$ cat config.mk
export PLATFORM = sky130hd
export DESIGN_NAME = hold_rg_bridge
export DESIGN_NICKNAME = d
export VERILOG_FILES = /design/src/rtl/brg_pkg.sv /design/src/rtl/brg_sync.sv /design/src/rtl/brg_fsm.sv /design/src/rtl/hold_rg_bridge.sv
export SDC_FILE = /design/constraint.sdc
export NUM_CORES = 1
export LEC_CHECK = 0
export BUFFER_PORTS_ARGS = -buffer_cell sky130_fd_sc_hd__buf_4
export CAP_MARGIN = 5
export CORE_AREA = 3 3 40 42
export DETAILED_ROUTE_END_ITERATION = 16
export DIE_AREA = 0 0 43 45
export PLACE_DENSITY = 0.47
export SYNTH_ARGS = -nofsm -noshare
export SYNTH_HDL_FRONTEND = slang
export SYNTH_SLANG_ARGS = --single-unit
$ cat constraint.sdc
create_clock -name clk -period 2.4 [get_ports clk]
set_input_delay 0.36 -clock clk [delete_from_list [all_inputs] [get_ports clk]]
set_output_delay 0.36 -clock clk [all_outputs]
set_load 0.05 [all_outputs]
$ cat src/rtl/brg_pkg.sv
package brg_pkg;
  typedef enum logic [2:0] {
    ST_IDLE,
    ST_REQ,
    ST_WAIT,
    ST_HELD,
    ST_REL,
    ST_TAIL
  } brg_state_e;
endpackage

$ cat src/rtl/brg_sync.sv
module brg_sync #(
  parameter int   STAGES  = 2,
  parameter logic RST_VAL = 1'b1
) (
  input  logic clk,
  input  logic rst,
  input  logic d,
  output logic q
);
  logic [STAGES-1:0] chain_q;

  generate
    if (STAGES == 1) begin : g_single
      always_ff @(posedge clk) begin
        if (rst) chain_q <= RST_VAL;
        else     chain_q <= d;
      end
    end else begin : g_multi
      always_ff @(posedge clk) begin
        if (rst) chain_q <= {STAGES{RST_VAL}};
        else     chain_q <= {chain_q[STAGES-2:0], d};
      end
    end
  endgenerate

  assign q = chain_q[STAGES-1];
endmodule

$ cat src/rtl/brg_fsm.sv
module brg_fsm
  import brg_pkg::*;
(
  input  logic clk,
  input  logic rst,
  input  logic req_act,
  input  logic line_i,
  output logic pull_o,
  output logic ack_o
);
  brg_state_e st_q;

  always_ff @(posedge clk) begin
    if (rst) begin
      st_q   <= ST_IDLE;
      pull_o <= 1'b0;
      ack_o  <= 1'b0;
    end else begin
      case (st_q)
        ST_IDLE: begin
          if (req_act) begin
            pull_o <= 1'b1;
            st_q   <= ST_REQ;
          end
        end
        ST_REQ: begin
          pull_o <= 1'b0;
          st_q   <= ST_WAIT;
        end
        ST_WAIT: begin
          if (!line_i) begin
            ack_o <= 1'b1;
            if (!req_act) begin
              pull_o <= 1'b1;
              st_q   <= ST_REL;
            end else begin
              st_q <= ST_HELD;
            end
          end
        end
        ST_HELD: begin
          if (!req_act) begin
            pull_o <= 1'b1;
            st_q   <= ST_REL;
          end
        end
        ST_REL: begin
          pull_o <= 1'b0;
          st_q   <= ST_TAIL;
        end
        ST_TAIL: begin
          ack_o <= 1'b0;
          st_q  <= ST_IDLE;
        end
        default: st_q <= ST_IDLE;
      endcase
    end
  end

  AST_PULSE_ONE_CLK: assert property (@(posedge clk) disable iff (rst)
    pull_o |=> !pull_o);

  AST_ACK_NEEDS_GNT: assert property (@(posedge clk) disable iff (rst)
    $rose(ack_o) |-> $past(!line_i));

  AST_ACK_FALL_AFTER_REL: assert property (@(posedge clk) disable iff (rst)
    ($fell(ack_o) && !$past(rst)) |-> $past(pull_o, 2));

  AST_STRAY_GNT_IGNORED: assert property (@(posedge clk) disable iff (rst)
    (st_q == ST_IDLE && !line_i && !req_act) |=> !ack_o);
endmodule

$ cat src/rtl/hold_rg_bridge.sv
module hold_rg_bridge #(
  parameter int SYNC_STAGES = 2
) (
  input  logic clk,
  input  logic rst,
  input  logic hold_req_n,
  input  logic rg_line_i,
  output logic rg_pull_o,
  output logic hold_ack
);
  logic req_n_sync;

  brg_sync #(.STAGES(SYNC_STAGES), .RST_VAL(1'b1)) u_sync (
    .clk (clk),
    .rst (rst),
    .d   (hold_req_n),
    .q   (req_n_sync)
  );

  brg_fsm u_fsm (
    .clk     (clk),
    .rst     (rst),
    .req_act (~req_n_sync),
    .line_i  (rg_line_i),
    .pull_o  (rg_pull_o),
    .ack_o   (hold_ack)
  );
endmodule

==> key figures <==
Clock tree
  – Postcts setup bufs: 0
  – Post-CTS resize count: 0
  – Clock sink count: 7
  – TritonCTS Buffers: 3
  – CTS tree: done
  – Hold Buf Count CTS: 0
  – CTS clk-pin slew, worst paths: 0.06 ns
  – CTS H-tree depth: 1
  – CTS max path bufs: 2
  – Root Buffer: clkbuf_4
  – Worst skew pair latency: 0.25 ns

Die
  – Initial Utilization: 0.242
  – I/O pin total: 6
  – Die Y: 45 µm
  – Die Area: 1940 µm²
  – Core footprint: 1280 µm²
  – # rows: 13
  – Chip Width: 43 µm

STA
  – Relative slew margins: 0.801
  – Final-report setup violation count: 0
  – Tcrit/Tclk final: 0.489
  – Max-slew violation count: 0
  – Hold Vio Cnt, Final: 0
  – Setup TNS: 0 ns
  – Layout Skew: 0.00826 ns
  – Min cycle time layout: 1.17 ns
  – Slew @ Worst Pin: 0.299 ns
  – RSZ-0062 raised after global routing: no
  – Fmax: 0.852 GHz

Power and ir drop
  – Peak VDD IR: 0.388 mV
  – Power Density: 708 nW/µm²
  – Pleak: 0.155 nW

Global routing
  – Total GRT Usage: 0.0676
  – Initial antenna violation count: 0
  – First-pass GRT wire length: 890 µm
  – Largest net degree at the start of global routing: 10
  – Global route overflow: 0
  – Vias in the first global route: 199

Synthesis
  – Largest area contributor in the netlist: dfxtp_1
  – Post-synthesis cell count: 38
  – Top-area cell type share of the netlist area: 0.450
  – Synth unique cells: 17
  – Mapped Area: 312 µm²
  – Post-synthesis register bit count: 7
  – Post-Syn Nets: 42
  – Ranking of synthesized cells by area: dfxtp_1 45%, nor3_1 6.4%, nor2_1 6.0%, a21oi_1 4.8%, nand2_1 4.8%
  – Seq/Total Area, Yosys: 0.450
  – Syn avg cell area: 8.20 µm²
  – Syn. warnings: 0

Hold path
  – HP Class: input port to register
  – Hold path cells: 2

Critical path
  – WS Path Type: register to output port
  – CP max stage delay: 0.36 ns
  – Crit path max fanout: 3
  – CP arrival: 0.81 ns
  – Setup crit start kind: register
  – Worst EP required: 2.04 ns
  – Crit-path cells: buf_4
  – Worst reg2reg path depth: 4
  – Top delay family on crit path: flip-flops
  – Crit-path slowest cell: dfxtp_1
  – Setup crit end kind: output port
  – Buffers plus inverters on the worst setup path: 1
  – CP Depth: 1

Detailed routing
  – Initial drt markers: 5
  – Routed wire length: 581 µm
  – Wirelength per Cell: 9.68 µm
  – Residual DRC count: 0
  – Post-DRT Antenna Nets: 0
  – Routed vias/inst: 4.28
  – Vias: 257
  – Pre-Repair DR Iteration Count: 2

Placed design
  – Detail Placement HPWL: 403 µm
  – Placer Congestion: 0.703
  – PortBufs: 5

Cells and area
  – Layout cells sized above 1: 0.267
  – Most common cell after layout, fill and taps aside: dfxtp_1
  – Fin util: 0.294
  – Most frequent cells in the layout: 7 x dfxtp_1, 5 x nor2_1, 5 x buf_4
  – Antenna diode count: 0
  – Synth-to-Final Area Change: 21.3%
  – Layout net count: 50

Job
  – # Max-Cap Violations: 0

Status
  – Outcome: completed
[final cells by class]
cell class / count / area [µm²]
multi-input combinational: 29 / 155
fill: 136 / 907
timing repair buffer: 5 / 37.5
tap: 15 / 18.8
sequential: 7 / 140
clock buffer: 4 / 26.3
[power by group]
part	total (W)	internal [W]	switching (W)
combinational	0.0000341	0.0000150	0.0000191
sequential	0.000128	0.000122	0.00000601
clock	0.000105	0.0000634	0.0000421
[registers in the layout, indices dropped and copies added, names as in the netlist]
signal          flops
u_fsm.st_q          3
u_sync.chain_q      2
u_fsm.ack_o         1
u_fsm.pull_o        1
[metrics by stage]
step | setup WS (ns) | hold slack (ns) | total power, W | cell area, µm² | instances
after global placement | 1.33 | 0.390 | 0.000165 | 352 | 56
after detailed placement | 1.33 | 0.393 | 0.000164 | 352 | 56
after CTS | 1.22 | 0.302 | 0.000271 | 378 | 60
final | 1.23 | 0.305 | 0.000268 | 378 | 60
after global routing | 1.18 | 0.298 | 0.000283 | 378 | 60
after floorplan | 1.39 | 0.389 | 0.000154 | 312 | 38
[layer usage]
layer,GRT usage,vias to the layer above,wire length (µm),part of all wire
met1,0.0874,109,322,0.55
li1,-,143,-,-
met5,0,-,0,0
met3,0.0478,0,21,0.036
met2,0.0808,5,236,0.41
met4,0.0361,0,0,0
[synthesized netlist by cell type]
library cell,number
and2_1,1
nor3_1,4
nor2b_2,1
nand2b_1,1
a31oi_1,2
nor2b_1,2
buf_6,1
dfxtp_1,7
or2_2,2
nor2_1,5
nand2_1,4
o21ai_1,1
o21ai_0,1
a21oi_1,3
nor3_2,1
nor3b_1,1
buf_2,1
[worst paths after layout]
kind,from,endpoint,slack [ns]
max,u_fsm.pull_o,rg_pull_o,1.23
min,hold_req_n,u_sync.chain_q[0],0.30
max reg2reg,u_fsm.st_q[0],u_fsm.pull_o,1.39
min reg2reg,u_sync.chain_q[0],u_sync.chain_q[1],0.42
[kinds of logic (layout without fill, tap and decap cells)]
kind of cell           count (synthesis)  after routing  share of synthesized area
buffers and inverters                  2              9                     0.0522
AO/OA/AOI/OAI                          7              7                      0.120
AND/OR/NAND/NOR                       22             22                      0.378
flip-flops                             7              7                      0.450
[worst reg2reg max path, delay by kind of cell, from the launching register on]
kind | cells | cell delay [ns]
and+or+nand+nor | 2 | 0.23
DFF | 1 | 0.47
AOI/OAI and AO/OA | 2 | 0.25
Note: power is estimated with default switching activity, not from simulation.
